<file path="config.mk">
export PLATFORM = sky130hd
export DESIGN_NAME = adc_offset_cal
export DESIGN_NICKNAME = d
export VERILOG_FILES = /design/src/rtl/adc_cal_pkg.sv /design/src/rtl/cal_countdown.sv /design/src/rtl/cal_accum.sv /design/src/rtl/cal_gain.sv /design/src/rtl/adc_offset_cal.sv
export SDC_FILE = /design/constraint.sdc
export NUM_CORES = 1
export LEC_CHECK = 0
export ABC_AREA = 1
export BUFFER_PORTS_ARGS = -buffer_cell sky130_fd_sc_hd__buf_2
export CAP_MARGIN = 10
export CORE_MARGIN = 3
export CORE_UTILIZATION = 50
export DETAILED_ROUTE_END_ITERATION = 7
export PLACE_DENSITY = 0.86
export SLEW_MARGIN = 10
export SYNTH_ARGS = -nofsm -noshare
export SYNTH_HDL_FRONTEND = slang
export SYNTH_SLANG_ARGS = --single-unit
</file>
<file path="constraint.sdc">
create_clock -name clk -period 3.45 [get_ports clk]
set_input_delay 0.345 -clock clk [delete_from_list [all_inputs] [get_ports clk]]
set_output_delay 0.345 -clock clk [all_outputs]
set_load 0.02 [all_outputs]
</file>
<file path="src/rtl/adc_cal_pkg.sv">
// Shared definitions for the offset calibrator: sequencer states and
// control-word bit positions that the converter decodes.
package adc_cal_pkg;
    typedef enum logic [1:0] {
        ST_IDLE   = 2'd0,
        ST_SETTLE = 2'd1,
        ST_GAP    = 2'd2,
        ST_REQ    = 2'd3
    } cal_state_t;

    localparam int CTL_EN_BIT   = 0;
    localparam int CTL_MODE_LO  = 1;
    localparam int CTL_MODE_HI  = 3;
    localparam int CTL_SENSE_BIT = 4;
    localparam int CTL_DIV_BIT  = 6;
    localparam logic [2:0] MODE_RUN = 3'b111;
endpackage

</file>
<file path="src/rtl/cal_countdown.sv">
// Loadable down counter. Assumes load has priority; holds at zero.
module cal_countdown #(
    parameter int W = 20
) (
    input  logic         clk,
    input  logic         rst_n,
    input  logic         load,
    input  logic [W-1:0] load_val,
    output logic         expired
);
    logic [W-1:0] cnt_q;

    // Count down from the loaded value and stop at zero.
    always_ff @(posedge clk) begin
        if (!rst_n)
            cnt_q <= '0;
        else if (load)
            cnt_q <= load_val;
        else if (cnt_q != '0)
            cnt_q <= cnt_q - 1'b1;
    end

    assign expired = (cnt_q == '0);
endmodule

</file>
<file path="src/rtl/cal_accum.sv">
// Sums 2**AVG_LOG2 samples and forms midscale minus the mean.
// Assumes clear and add are never high together.
module cal_accum #(
    parameter int RES_W    = 10,
    parameter int AVG_LOG2 = 4
) (
    input  logic                    clk,
    input  logic                    rst_n,
    input  logic                    clear,
    input  logic                    add,
    input  logic [RES_W-1:0]        sample,
    output logic                    last,
    output logic signed [RES_W:0]   comp_next
);
    localparam int ACC_W = RES_W + AVG_LOG2;
    localparam logic [AVG_LOG2-1:0] LAST_IDX = {AVG_LOG2{1'b1}};
    localparam logic signed [RES_W:0] MID = (RES_W+1)'(1 << (RES_W - 1));

    logic [ACC_W-1:0]    acc_q;
    logic [AVG_LOG2-1:0] idx_q;
    logic [ACC_W-1:0]    acc_sum;
    logic [RES_W-1:0]    mean;

    // Keep the running sum and the index of the next sample.
    always_ff @(posedge clk) begin
        if (!rst_n || clear) begin
            acc_q <= '0;
            idx_q <= '0;
        end else if (add) begin
            acc_q <= acc_sum;
            idx_q <= idx_q + 1'b1;
        end
    end

    // Sum including the sample being accepted, its mean, and the result.
    always_comb begin
        acc_sum   = acc_q + ACC_W'(sample);
        mean      = acc_sum[ACC_W-1:AVG_LOG2];
        comp_next = MID - $signed({1'b0, mean});
    end

    assign last = add && (idx_q == LAST_IDX);
endmodule

</file>
<file path="src/rtl/cal_gain.sv">
// Optional 3/1 or 3/2 gain, with halving that truncates toward zero.
// Assumes OUT_W is at least IN_W + 2.
module cal_gain #(
    parameter int IN_W  = 11,
    parameter int OUT_W = 14
) (
    input  logic signed [IN_W-1:0]  x,
    input  logic                    en,
    input  logic                    full,
    output logic signed [OUT_W-1:0] y
);
    logic signed [OUT_W-1:0] ext, prod, bias, half;

    // Triple the input, then halve it toward zero when the divider is clear.
    always_comb begin
        ext  = OUT_W'(x);
        prod = (ext <<< 1) + ext;
        bias = {{(OUT_W-1){1'b0}}, prod[OUT_W-1]};
        half = (prod + bias) >>> 1;
        if (!en)
            y = ext;
        else if (full)
            y = prod;
        else
            y = half;
    end
endmodule

</file>
<file path="src/rtl/adc_offset_cal.sv">
// Offset compensation calibrator: forces midscale, settles, averages
// 2**AVG_LOG2 fresh channel-0 samples, stores midscale minus mean, restores
// the control word. Also provides a combinational corrected-read path.
// Assumes CTRL_W - NUM_CH is the bit where the channel-enable field starts.
module adc_offset_cal #(
    parameter int RES_W    = 10,
    parameter int AVG_LOG2 = 4,
    parameter int TIMER_W  = 20,
    parameter int CTRL_W   = 32,
    parameter int NUM_CH   = 16,
    parameter int BAT_CH   = 7
) (
    input  logic                        clk,
    input  logic                        rst_n,
    input  logic                        start,
    input  logic [TIMER_W-1:0]          settle_cycles,
    input  logic [TIMER_W-1:0]          period_cycles,
    input  logic [CTRL_W-1:0]           ctrl_in,
    output logic [CTRL_W-1:0]           ctrl_out,
    output logic                        busy,
    output logic                        done,
    output logic                        smp_req,
    input  logic                        smp_ack,
    input  logic [RES_W-1:0]            smp_data,
    output logic signed [RES_W:0]       comp_value,
    input  logic                        bat_en,
    input  logic [$clog2(NUM_CH)-1:0]   rd_ch,
    input  logic [RES_W-1:0]            rd_raw,
    output logic signed [RES_W+3:0]     rd_offset,
    output logic signed [RES_W+3:0]     rd_corr
);
    import adc_cal_pkg::*;

    localparam int COMP_W = RES_W + 1;
    localparam int CORR_W = RES_W + 4;
    localparam int CH_W   = $clog2(NUM_CH);
    localparam int CH_LO  = CTRL_W - NUM_CH;

    cal_state_t          state_q;
    logic [CTRL_W-1:0]   snap_q, ctrl_q, cal_word;
    logic signed [COMP_W-1:0] comp_q, comp_next;
    logic                done_q;
    logic                t_load, t_zero, acc_clear, acc_add, acc_last;
    logic [TIMER_W-1:0]  t_val;

    // Calibration control word derived from the live control word.
    always_comb begin
        cal_word = ctrl_in;
        cal_word[CTL_EN_BIT] = 1'b1;
        cal_word[CTL_MODE_HI:CTL_MODE_LO] = MODE_RUN;
        cal_word[CTL_SENSE_BIT] = 1'b1;
        cal_word[CTRL_W-1:CH_LO] = {{(NUM_CH-1){1'b0}}, 1'b1};
    end

    // Timer and accumulator control decoded from the sequencer state.
    always_comb begin
        acc_clear = (state_q == ST_IDLE) && start;
        acc_add   = (state_q == ST_REQ) && smp_ack;
        t_load    = acc_clear
                 || ((state_q == ST_SETTLE) && t_zero)
                 || (acc_add && !acc_last);
        t_val     = (state_q == ST_IDLE) ? settle_cycles : period_cycles;
    end

    cal_countdown #(.W(TIMER_W)) u_timer (
        .clk      (clk),
        .rst_n    (rst_n),
        .load     (t_load),
        .load_val (t_val),
        .expired  (t_zero)
    );

    cal_accum #(.RES_W(RES_W), .AVG_LOG2(AVG_LOG2)) u_accum (
        .clk       (clk),
        .rst_n     (rst_n),
        .clear     (acc_clear),
        .add       (acc_add),
        .sample    (smp_data),
        .last      (acc_last),
        .comp_next (comp_next)
    );

    // Sequencer: settle, then alternate sample-period wait and request.
    always_ff @(posedge clk) begin
        if (!rst_n) begin
            state_q <= ST_IDLE;
            snap_q  <= '0;
            ctrl_q  <= '0;
            comp_q  <= '0;
            done_q  <= 1'b0;
        end else begin
            done_q <= 1'b0;
            case (state_q)
                ST_IDLE: begin
                    ctrl_q <= ctrl_in;
                    if (start) begin
                        snap_q  <= ctrl_in;
                        ctrl_q  <= cal_word;
                        state_q <= ST_SETTLE;
                    end
                end
                ST_SETTLE: if (t_zero) state_q <= ST_GAP;
                ST_GAP:    if (t_zero) state_q <= ST_REQ;
                ST_REQ: begin
                    if (smp_ack) begin
                        if (acc_last) begin
                            state_q <= ST_IDLE;
                            done_q  <= 1'b1;
                            comp_q  <= comp_next;
                            ctrl_q  <= snap_q;
                        end else begin
                            state_q <= ST_GAP;
                        end
                    end
                end
                default: state_q <= ST_IDLE;
            endcase
        end
    end

    assign ctrl_out   = ctrl_q;
    assign busy       = (state_q != ST_IDLE);
    assign done       = done_q;
    assign smp_req    = (state_q == ST_REQ);
    assign comp_value = comp_q;

    // Corrected-read path: gain stage 0 scales the raw value, stage 1 the offset.
    logic signed [COMP_W-1:0] g_in  [2];
    logic signed [CORR_W-1:0] g_out [2];
    logic                     bat_sel;

    assign bat_sel = bat_en && (rd_ch == CH_W'(BAT_CH));
    assign g_in[0] = $signed({1'b0, rd_raw});
    assign g_in[1] = comp_q;

    for (genvar gi = 0; gi < 2; gi++) begin : g_gain
        cal_gain #(.IN_W(COMP_W), .OUT_W(CORR_W)) u_gain (
            .x    (g_in[gi]),
            .en   (bat_sel),
            .full (ctrl_in[CTL_DIV_BIT]),
            .y    (g_out[gi])
        );
    end

    assign rd_offset = g_out[1];
    assign rd_corr   = g_out[0] + g_out[1];
endmodule

</file>
Yosys cells after proc, flatten, opt, wreduce, memory -nomap -nowiden. Cells that the tools add are included.

Register bits after elaboration: 116. Output and inout bits: 74. Logic and storage cells: 67.

Reductions and logical operators: 22. Mux-type cells: 18. $add $sub $neg: 9. Equality and inequality tests: 10.

Operator list (number): $mux W32 (3); $pmux W32 S2 (1); $mux W20 (3); $mux W14 (4); $logic_not A20 Y1 (1); $reduce_bool A20 Y1 (1); $sub A20 B1 Y20 const B (1); $add A14 B10 Y14 (1); $add A14 B14 Y14 (1); $add A14 B2 Y14 (1); $add A14 B2 Y14 const B (1); $add A12 B11 Y13 (1); $add A11 B10 Y12 (1); $sub A10 B10 Y11 const A (1); $mux W2 (5); $reduce_and A3 Y1 (3); $pmux W2 S4 (1); $logic_and A1 B1 Y1 (6); $ne A2 B2 Y1 const B (3); $reduce_bool A2 Y1 (3); $add A4 B1 Y4 const B (1); $eq A2 B2 Y1 const B (2); $eq A4 B3 Y1 const B (1); $eq A4 B4 Y1 const B (1); other kinds (8) (12).

Logic depth before layout (Yosys ltp). Gate-level depths: netlist of the first run.

Depth in word-level cells: 7. Gate-level depth with buffers: 24. Mapped depth without buffers: 24.

By module. A second synthesis of the first run with hierarchy kept.

Cell total of the unflattened synthesis: 1558. Area, all modules: 9537.9 µm².

By module, submodules not included: adc_offset_cal (area each 4152.7 µm², cells each 621, instances 1); cal_gain (area each 1149.9 µm², cells each 222, instances 2); cal_accum (area each 1821.7 µm², cells each 300, instances 1); cal_countdown (area each 1263.7 µm², cells each 193, instances 1).

Worst setup path after synthesis of the first run. Ideal clock, no wire load.

Path kind: reg-to-output. Start: reg comp_q[0], in the netlist comp_value[0]. End: out rd_corr[12]. Path slack: -0.712 ns. Cell stages (with the launch flop): 18. Arrival: 3.817 ns. Buffers on the path: 0. Cells stage by stage: dfxtp_1 -> ha_1 -> inv_1 -> fa_1 -> xor2_1 -> nor2_1 -> xnor2_1 -> a221oi_1 -> ha_1 -> a21oi_1 -> nand2_1 -> a21oi_1 -> o21ai_0 -> nand2_1 -> nand2_1 -> a21oi_1 -> nand3_1 -> nand2_1.

Longest elaborated chain between the ends: 5.

RTL lines: start, declared (line adc_offset_cal.sv:41) `logic signed [COMP_W-1:0] comp_q, comp_next;`; start signal, assigned (line adc_offset_cal.sv:109) `comp_q <= comp_next;`; $add A12 B11 Y13 * (line cal_gain.sv:17) `prod = (ext <<< 1) + ext;`; $add A14 B2 Y14 (line cal_gain.sv:19) `half = (prod + bias) >>> 1;`; $mux W14 * (line cal_gain.sv:22) `else if (full)`; $mux W14 * (line cal_gain.sv:20) `if (!en)`; via rd_offset[3] (line adc_offset_cal.sv:29) `output logic signed [RES_W+3:0] rd_offset,`; $add A14 B14 Y14 * (line adc_offset_cal.sv:146) `assign rd_corr = g_out[0] + g_out[1];`; end, declared (line adc_offset_cal.sv:30) `output logic signed [RES_W+3:0] rd_corr`.

Mark *: on every way through the listed nets, which the timed path passes. The rest lies on a longest branch.

Worst setup path after layout of the first run.
Start: reg comp_q[1], in the netlist comp_value[1]. End: out rd_corr[11].

Longest elaborated chain between the ends: 5.

RTL lines (line): $add A12 B11 Y13 (cal_gain.sv:17); $add A14 B2 Y14 (cal_gain.sv:19); $mux W14 (cal_gain.sv:22); $mux W14 * (cal_gain.sv:20); $add A14 B14 Y14 * (adc_offset_cal.sv:146).

Mark *: on every way between the ends. The rest lies on a longest branch, timed or not.

==> impl_results.md, run 1 <==
* Status: finished with violations
* Failing checks: negative setup slack
* Fraction of registers with async set/reset at 0%
* Later-pin clock latency in the skew report at 0.42 ns
* Reg area at 2330 sq um
* Initial antenna violation count at 2
* Seq/Total Area, Yosys at 28.8%
* Crit-path max FO at 4
* Setup TNS at -6.31 ns
* Num rows at 45
* Die width at 133 microns
* Final slew viol count at 0
* # IOs at 175
* Worst slack, placed at -0.336 ns
* CTS tree: yes
* Crit. End Element: primary output
* # nets final at 1,636
* Rel. slew slack at 38.7%
* Mapped Area at 8070 sq um
* CTS hold repair buffers at 0
* Global-route track usage on met3 at 5.17%
* Total power at 5.15 mW
* Power Density at 478 nW/um^2
* Cell family with most CP delay: simple AND/OR/NAND/NOR gates
* DR pass1 iterations at 7
* Arrival @ worst endpoint at 3.90 ns
* CTS clk-pin slew, worst paths at 0.07 ns
* Worst vdd ir at 428 uV
* Slowest-stage cell, CP: ha_1
* Multi-input logic area at 5390 sq um
* DIE AREA at 17,700 sq um
* Htree depth at 4
* Synth-to-Final Area Change at 33.4%
* Leak at 5.47 nW
* Measured slew at the worst slew-check pin at 0.919 ns
* Synth area leader: dfxtp_1
* Max cap viols at 0
* HP Class: in -> reg
* Kind of critical path: reg -> out
* Clock Root Buffer: clkbuf_16
* Die height at 133 microns
* Port buffer count at 174
* Total track usage at 25.2%
* Finish-stage setup viols at 11
* Worst EP required at 3.11 ns
* Post-DRT Antenna Nets at 0
* Most common flop cell mapped by yosys: dfxtp_1
* Setup crit start kind: flip-flop
* Post-synth EDFFs at 0
* Post-Synthesis Cells at 1,234
* DRC viols at 0
* RSZ-0062 raised after global routing: yes
* GRT met2 Usage at 44.1%
* Grt peak-use layer: met2
* Final clock skew at 0.0103 ns
* Final setup margin at -0.798 ns
* Layout Cells excl Fill at 1,708
* Largest net degree at the start of global routing at 71
* Iteration-0 DRC Markers at 585
* GRT met1 Usage at 31.2%
* Area of the core at 15,500 sq um
* Netlist cell types at 46
* Most common cell in the synthesized netlist: nand2_1
* Finished Cell Area at 10,800 sq um
* Clock Sinks at 116
* Max stage delay on crit path at 0.38 ns
* Starting density of the core at 52.1%
* CTS Buf Count at 17
* Placed inst area at 9740 sq um
* Vias in the first global route at 8,427
* Tmin final at 4.25 ns
* Layout cell share with drive strength beyond 1 at 28.4%
* Dpl cells at 1,656
* CP most frequent cell: buf_4
* Most frequent cells after synthesis: nand2_1 (284), nor2_1 (156), dfxtp_1 (116)
* Crit-path cells: ha_4 > inv_2 > fa_2 > nand3b_1 > nand2_2 > xor2_2 > nand3_2 > nor2_4 > and2_4 > nor2_2 > nand2_1 > o211ai_1 > ha_1 > buf_4 > buf_4 > buf_4 > a31oi_4 > o21ai_2 > nand2_1 > inv_2 > nor2_4 > buf_6
* DRT Wirelength at 23,700 microns
* Max Freq at 235 MHz
* Synthesis Warnings at 0
* Syn Nets at 1,386
* Yosys reg bits at 116
* Post-DP HPWL at 16,500 microns
* Gpl congestion at 0.890
* Via density at 5.37
* CTS max path bufs at 2
* First-pass GRT wire length at 37,700 microns
* WL/cell at 13.9 microns
* Routed vias at 9,166
* FILL cells at 1,297
* Largest cells by area after synthesis: dfxtp_1 (29%), nand2_1 (13%), ha_1 (7.3%)
* Final Hold Vio Count at 0
* Crit share post-route at 123%
* FF-to-FF setup slack at 0.72 ns
* Worst Path Buf+Inv at 6
* Antenna Cells at 0
* Synth top area share at 28.8%
* Syn_area_per_cell at 6.54 sq um
* Total congestion overflow at 0
cells in the final DEF, fill, tap and decap left out, drive strengths merged, types with 18 or more instances in the layout:
| cell type | n |
|---|---|
| a21oi | 75 |
| buf | 277 |
| ha | 47 |
| nand3 | 83 |
| a31oi | 37 |
| o21ai | 107 |
| nor2 | 164 |
| inv | 137 |
| nand2 | 293 |
| dfxtp | 116 |
| xor2 | 28 |
| xnor2 | 18 |
logic make-up (layout without fill, tap and decap cells):
kind of cell | Yosys count | in the layout | synth area share [%]
buffers and inverters | 176 | 439 | 8.56
DFF | 116 | 116 | 28.8
adders and majority gates | 51 | 51 | 8.28
and+or+nand+nor | 585 | 585 | 31.1
AOI/OAI and AO/OA | 260 | 260 | 18.0
xor gates and xnor gates | 46 | 46 | 5.32
flip-flops by register name (all words and copies together) (netlist names):
signal	flops
u_accum.acc_q	14
u_accum.idx_q	4
comp_value	11
snap_q	32
state_q	2
ctrl_out	32
done	1
u_timer.cnt_q	20
worst paths after layout:
path	start	endpoint	cells past startpoint
worst max-delay path	comp_value[1]	rd_corr[11]	22
worst min-delay path	ctrl_in[0]	snap_q[0]	3
worst max register to register	u_accum.acc_q[0]	comp_value[10]	16
worst min register to register	u_accum.acc_q[0]	u_accum.acc_q[0]	2
cell type report:
cell class	instances	share of cell area, %
multi-input combinational	942	50.0
sequential	116	21.7
timing repair buffer	277	15.9
inverter	130	4.56
clock buffer	17	3.95
tap	211	2.45
clock inverter	15	1.44
stage by stage:
step                      util [%]  hold slack (ns)
after floorplan                  -            0.440
after global placement        62.9            0.454
after detailed placement      62.9            0.461
after CTS                     68.1            0.146
after global routing          69.5            0.158
final                         69.5            0.157
timing repair:
action,4_1_cts,5_1_grt
endpoints found under the setup margin,11,14
pin swaps,42,43
setup buffers,17,11
resized for setup,37,37
worst register-to-register path: stages (launching register included):
cell and delay, ns:
dfxtp_1 0.33, ha_1 0.22, inv_1 0.07, fa_1 0.40, inv_1 0.14, nand3_1 0.11, nand2_1 0.14, nand2_1 0.09
nand2_1 0.13, ha_1 0.21, nand3_1 0.09, nor2_1 0.16, nand3_1 0.16, nor2_1 0.15, nor2_1 0.07, nand2_1 0.08
a21oi_1 0.06
where the power goes:
group / internal, mW / leakage [nW] / switching, mW
registers: 1.59 / 0.958 / 0.167
clock network: 0.964 / 0.283 / 0.738
logic: 0.608 / 4.23 / 1.08
total: 3.16 / 5.47 / 1.99
routing by layer:
metal	share of wire (%)	vias up	routed length, microns
li1	-	4603	-
met1	41	4195	9820
met2	50	312	11900
met3	6.3	52	1490
met4	1.9	4	449
met5	0.11	-	25
Note: power is estimated with default switching activity, not from simulation.
==> run 2: changes to the inputs <==
Settings changed: CORE_UTILIZATION 50 to 60, PLACE_DENSITY 0.86 to 0.95.
Clock period 3.45 ns to 5.3 ns, I/O delays scaled along.
==> impl_results.md, run 2 (synthesized netlist as in run 1, its figures left out) <==
* Status: finished clean (was finished with violations)
* Antenna Cells at 0 (unchanged)
* Crit share post-route at 91.3%
* Initial antenna violation count at 0 (was 2)
* Crit-path cells: ha_1 > inv_1 > fa_1 > nand3b_1 > nand2_2 > xor2_1 > nand3_1 > nor2_2 > and2_1 > nor2_1 > nand2_1 > o211ai_1 > ha_1 > nand2_1 > o21ai_0 > a21oi_2 > o21ai_0 > nand2_1 > nand2_1 > a21oi_1 > inv_1 > nand2_1 > nand2_1 > buf_2 (was ha_4 > inv_2 > fa_2 > nand3b_1 > nand2_2 > xor2_2 > nand3_2 > nor2_4 > and2_4 > nor2_2 > nand2_1 > o211ai_1 > ha_1 > buf_4 > buf_4 > buf_4 > a31oi_4 > o21ai_2 > nand2_1 > inv_2 > nor2_4 > buf_6)
* Share of total power in combinational logic at 32.5% (was 32.9%)
* Later-pin clock latency in the skew report at 0.43 ns (was 0.42 ns)
* Most common cell after layout, fill and taps aside: nand2_1 (unchanged)
* First-pass GRT wire length at 35,900 microns (was 37,700 microns)
* WL/cell at 14.1 microns (was 13.9 microns)
* Seq pwr share at 34.7% (was 34.1%)
* Max cap viols at 0 (unchanged)
* Synth-to-Final Area Change at 18.6% (was 33.4%)
* Vias in the first global route at 8,066 (was 8,427)
* Clock power frac at 32.9% (was 33.1%)
* Num rows at 41 (was 45)
* Die width at 122 microns (was 133 microns)
* # IOs at 175 (unchanged)
* Layout cell share with drive strength beyond 1 at 19.1% (was 28.4%)
* End of the worst hold path: snap_q[29] (was snap_q[0])
* Post-CTS setup buffers at 0 (was 17)
* Htree depth at 4 (unchanged)
* Post-DP HPWL at 15,900 microns (was 16,500 microns)
* Kind of critical path: reg -> out (unchanged)
* Sw Pwr at 1.28 mW (was 1.99 mW)
* Cell family with most CP delay: simple AND/OR/NAND/NOR gates (unchanged)
* Largest net degree at the start of global routing at 72 (was 71)
* Setup TNS at 0 ns (was -6.31 ns)
* CTS Buf Count at 17 (unchanged)
* CP most frequent cell: nand2_1 (was buf_4)
* CTS clk-pin slew, worst paths at 0.06 ns (was 0.07 ns)
* Total power at 3.30 mW (was 5.15 mW)
* Most frequent cells in the layout: nand2_1 (284), buf_2 (174), nor2_1 (156), dfxtp_1 (116), inv_1 (109) (was nand2_1 (275), buf_2 (163), nor2_1 (149), dfxtp_1 (112), inv_1 (106))
* R2R depth at 9 (was 16)
* Iteration-0 DRC Markers at 716 (was 585)
* Arrival @ worst endpoint at 4.31 ns (was 3.90 ns)
* Total congestion overflow at 0 (unchanged)
* Setup crit start kind: flip-flop (unchanged)
* Post-DRT Antenna Nets at 0 (unchanged)
* Tmin final at 4.84 ns
* DRC viols at 0 (unchanged)
* Worst EP required at 4.77 ns (was 3.11 ns)
* Worst vdd ir at 304 uV (was 428 uV)
* Slowest-stage cell, CP: dfxtp_1 (was ha_1)
* Dpl cells at 1,541 (was 1,656)
* Finished Cell Area at 9570 sq um (was 10,800 sq um)
* Leak at 4.92 nW (was 5.47 nW)
* RSZ-0062 raised after global routing: no (was yes)
* Worst Path Buf+Inv at 3 (was 6)
* Power Density at 345 nW/um^2 (was 478 nW/um^2)
* Final slew viol count at 0 (unchanged)
* Starting density of the core at 62.7% (was 52.1%)
* Final clock skew at 0.0145 ns (was 0.0103 ns)
* DRT Wirelength at 22,200 microns (was 23,700 microns)
* FF-to-FF setup slack at 1.38 ns (was 0.72 ns)
* HP Class: in -> reg (unchanged)
* Clock Sinks at 116 (unchanged)
* Port buffer count at 174 (unchanged)
* Max stage delay on crit path at 0.39 ns (was 0.38 ns)
* DIE AREA at 14,900 sq um (was 17,700 sq um)
* Worst r2r dst: ctrl_out[22] (was comp_value[10])
* Via density at 5.62 (was 5.37)
* CTS tree: yes (unchanged)
* CTS max path bufs at 2 (unchanged)
* Crit. End Element: primary output (unchanged)
* Layout Cells excl Fill at 1,573 (was 1,708)
* Power Internal at 2.02 mW (was 3.16 mW)
* Routed vias at 8,841 (was 9,166)
* Crit-path max FO at 5 (was 4)
* FILL cells at 1,015 (was 1,297)
* Hold Crit Depth at 3 (unchanged)
* Reg area at 2320 sq um (was 2330 sq um)
* Sw Ratio at 38.7% (was 38.6%)
* Final Hold Vio Count at 0 (unchanged)
* # nets final at 1,540 (was 1,636)
* Measured slew at the worst slew-check pin at 0.933 ns (was 0.919 ns)
* Max Freq at 207 MHz
* Gpl congestion at 0.969 (was 0.890)
* Hold Startpoint: ctrl_in[29] (was ctrl_in[0])
* Clock Root Buffer: clkbuf_16 (unchanged)
* RR Startpoint: state_q[0] (was u_accum.acc_q[0])
* DR pass1 iterations at 5 (was 7)
* Rel. slew slack at 37.7% (was 38.7%)
* Finish-stage setup viols at 0 (was 11)
* Multi-input logic area at 5060 sq um (was 5390 sq um)
* Placed inst area at 9010 sq um (was 9740 sq um)
* Die height at 122 microns (was 133 microns)
* Total track usage at 29.3% (was 25.2%)
* Area of the core at 12,900 sq um (was 15,500 sq um)
==> run 2: tightest hold or removal path: cells and delay by family <==
| family | cells | cell delay [ns] |
|---|---|---|
| buf+inv | 1 | 0.09 |
| simple gates | 2 | 0.12 |
==> run 2: worst max-delay path by stage <==
stage	startpoint	end	depth (start not counted)
floorplan	comp_value[0]	rd_corr[12]	17
global placement	comp_value[0]	rd_corr[12]	23
detailed placement	comp_value[0]	rd_corr[12]	23
CTS	comp_value[0]	rd_corr[12]	23
global route	comp_value[1]	rd_corr[12]	24
finish	comp_value[0]	rd_corr[12]	24
==> run 2: power groups by stage <==
stage          Sequential, mW  Clock [mW]  Combinational [mW]
4_1_cts                  1.14        1.09                1.07
6_report                 1.14        1.08                1.07
3_3_place_gp             1.15           0                1.02
5_1_grt                  1.16        1.13                1.20
2_1_floorplan            1.21           0               0.729
3_5_place_dp             1.15           0                1.05
==> run 2: final cells by class <==
type | instances | share of cell area, %
Sequential cell | 116 | 24.3
Clock buffer | 17 | 4.44
Multi-Input combinational cell | 942 | 52.9
Clock inverter | 15 | 1.37
Timing Repair Buffer | 181 | 9.65
Tap cell | 172 | 2.25
Inverter | 130 | 5.12
==> run 2: per-stage QoR <==
stage | util, % | worst slack (ns) | hold WS (ns)
finish | 74.3 | 0.459 | 0.346
global route | 74.3 | 0.0516 | 0.354
floorplan | - | 0.953 | 0.440
CTS | 74.3 | 0.427 | 0.335
global placement | 70.0 | 1.08 | 0.450
detailed placement | 70.0 | 0.895 | 0.458
==> run 2: metal layers <==
metal / global-route usage, % / wire [microns] / vias to the layer above
met3: 5.01 / 1810 / 58
met4: 10.0 / 504 / 0
met2: 51.6 / 11000 / 389
met1: 36.1 / 8930 / 3989
met5: 0 / 0 / -
li1: - / - / 4405
==> run 2: what timing repair did <==
item	in CTS	in global routing
gates resized for setup	0	1
setup endpoints to repair	0	1
hold buffers	0	0
==> run 3: changes to the inputs <==
Settings changed: CORE_UTILIZATION 60 to 55, PLACE_DENSITY 0.95 to 0.9.
==> impl_results.md, run 3 (synthesized netlist as in run 1, its figures left out) <==
* Via density at 5.56 (was 5.62)
* Power Density at 363 nW/um^2 (was 345 nW/um^2)
* First-pass GRT wire length at 36,900 microns (was 35,900 microns)
* GRT met1 Usage at 34.3% (was 36.1%)
* Slowest-stage cell, CP: dfxtp_1 (unchanged)
* Largest net degree at the start of global routing at 72 (unchanged)
* Post-DRT Antenna Nets at 0 (unchanged)
* Finish-stage setup viols at 0 (unchanged)
* Global-route track usage on met3 at 4.31% (was 5.01%)
* Total congestion overflow at 0 (unchanged)
* Reg area at 2320 sq um (unchanged)
* Gpl congestion at 0.961 (was 0.969)
* Worst EP required at 4.77 ns (about the same)
* DR pass1 iterations at 5 (unchanged)
* Most frequent cells in the layout: nand2_1 (284), buf_2 (174), nor2_1 (156), dfxtp_1 (116), inv_1 (109) (unchanged)
* Total track usage at 27.0% (was 29.3%)
* CTS Buf Count at 17 (unchanged)
* Multi-input logic area at 5060 sq um (unchanged)
* Rel. slew slack at 37.2% (was 37.7%)
* DIE AREA at 16,200 sq um (was 14,900 sq um)
* Measured slew at the worst slew-check pin at 0.941 ns (was 0.933 ns)
* Max cap viols at 0 (unchanged)
* GRT met2 Usage at 46.8% (was 51.6%)
* Hold Startpoint: ctrl_in[0] (was ctrl_in[29])
* Post-DP HPWL at 16,000 microns (was 15,900 microns)
* Clock Root Buffer: clkbuf_16 (unchanged)
* Synth-to-Final Area Change at 20.0% (was 18.6%)
* Clock Sinks at 116 (unchanged)
* Port buffer count at 174 (unchanged)
* Crit-path cells: ha_1 > inv_1 > fa_1 > nand3b_1 > nand2_2 > xor2_1 > nand3_1 > nor2_2 > and2_1 > nor2_1 > nand2_1 > o211ai_1 > ha_1 > nand2_1 > o21ai_0 > a21oi_2 > o21ai_0 > nand2_1 > nand2_1 > a21oi_1 > inv_1 > nand2_1 > nand2_1 > buf_2 (unchanged)
* Final Hold Vio Count at 0 (unchanged)
* Total power at 3.51 mW (was 3.30 mW)
* Grt peak-use layer: met2 (unchanged)
* Final clock skew at 0.0110 ns (was 0.0145 ns)
* Crit share post-route at 90.7% (was 91.3%)
* Arrival @ worst endpoint at 4.28 ns (was 4.31 ns)
* Worst vdd ir at 215 uV (was 304 uV)
* Setup crit start kind: flip-flop (unchanged)
* Status: finished clean (unchanged)
* Kind of critical path: reg -> out (unchanged)
* Antenna Cells at 0 (unchanged)
* Initial antenna violation count at 0 (unchanged)
* Final core utilization at 68.7% (was 74.3%)
* Area of the core at 14,100 sq um (was 12,900 sq um)
* CTS clk-pin slew, worst paths at 0.06 ns (about the same)
* Max stage delay on crit path at 0.41 ns (was 0.39 ns)
* Num rows at 43 (was 41)
* CP most frequent cell: nand2_1 (unchanged)
* Leak at 4.96 nW (was 4.92 nW)
* Final setup margin at 0.495 ns (was 0.459 ns)
* Critical Path Start: comp_value[0] (unchanged)
* WL/cell at 13.9 microns (was 14.1 microns)
* Most common cell after layout, fill and taps aside: nand2_1 (unchanged)
* Vias in the first global route at 8,241 (was 8,066)
* # IOs at 175 (unchanged)
* Worst slack, placed at 0.932 ns (was 0.895 ns)
* Die width at 127 microns (was 122 microns)
* Die height at 127 microns (was 122 microns)
* Iteration-0 DRC Markers at 613 (was 716)
* HP Class: in -> reg (unchanged)
* DRC viols at 0 (unchanged)
* Crit. End Element: primary output (unchanged)
* CTS tree: yes (unchanged)
* Tmin final at 4.81 ns (was 4.84 ns)
* Layout cell share with drive strength beyond 1 at 19.0% (was 19.1%)
* Final slew viol count at 0 (unchanged)
* Crit-path max FO at 5 (unchanged)
* Max Freq at 208 MHz (was 207 MHz)
* Later-pin clock latency in the skew report at 0.41 ns (was 0.43 ns)
* FILL cells at 1,213 (was 1,015)
* RR Startpoint: state_q[0] (unchanged)
* Routed vias at 8,787 (was 8,841)
* # nets final at 1,540 (unchanged)
* Htree depth at 4 (unchanged)
* DRT Wirelength at 22,000 microns (was 22,200 microns)
* CTS max path bufs at 2 (unchanged)
* Setup TNS at 0 ns (unchanged)
* RSZ-0062 raised after global routing: no (unchanged)
* Post-CTS setup buffers at 0 (unchanged)
* Starting density of the core at 57.3% (was 62.7%)
-- run 3: cell count changes in the layout (fill, tap and decap cells not counted), sizes merged --
| cell | before | now |
|---|---|---|
| clkbuf | 17 | 19 |
| bufinv | 0 | 5 |
| inv | 138 | 131 |
-- run 3: critical path: cells and delay by family, from the launching register on --
family	cells	cell delay [ns]
XOR/XNOR	1	0.21
flip-flops	1	0.41
adder cells (fa/ha/maj)	3	0.97
buffers and inverters	3	0.27
AO/OA/AOI/OAI	5	0.77
AND/OR/NAND/NOR	12	1.25
-- run 3: power breakdown --
part	switching [mW]	total [mW]	internal, mW
sequential	0.110	1.14	1.03
clock	0.438	1.29	0.856
combinational	0.706	1.08	0.370
total	1.25	3.51	2.26
-- run 3: path summary, 6_finish.rpt --
check | end | cells after the start | slack [ns]
setup / recovery | rd_corr[12] | 24 | 0.49
hold / removal | snap_q[0] | 3 | 0.36
setup reg to reg | ctrl_out[17] | 10 | 1.77
hold reg to reg | ctrl_out[29] | 2 | 0.48
-- run 3: layout make-up --
type                            instances  share of cell area, %
Tap cell                              180                   2.32
Inverter                              130                   5.06
Sequential cell                       116                   24.0
Multi-Input combinational cell        942                   52.3
Clock buffer                           19                   4.57
Clock inverter                         13                   2.27
Timing Repair Buffer                  181                   9.53
-- run 3: per-layer routing --
metal / wire, microns / up-vias / share of wire (%)
li1: - / 4411 / -
met1: 9290 / 3973 / 42
met2: 10600 / 356 / 48
met3: 1650 / 47 / 7.5
met4: 493 / 0 / 2.2
met5: 0 / - / 0
-- run 3: timing repair --
action	in CTS	in global routing
setup endpoints to repair	0	1
hold buffers	0	0
gates resized for setup	0	1
-- run 3: stage by stage --
step / hold slack, ns / cell area [sq um] / std cells
after CTS: 0.350 / 9680 / 1581
after floorplan: 0.440 / 8070 / 1234
final: 0.355 / 9690 / 1581
after global placement: 0.451 / 9020 / 1549
after global routing: 0.357 / 9690 / 1581
after detailed placement: 0.469 / 9020 / 1549
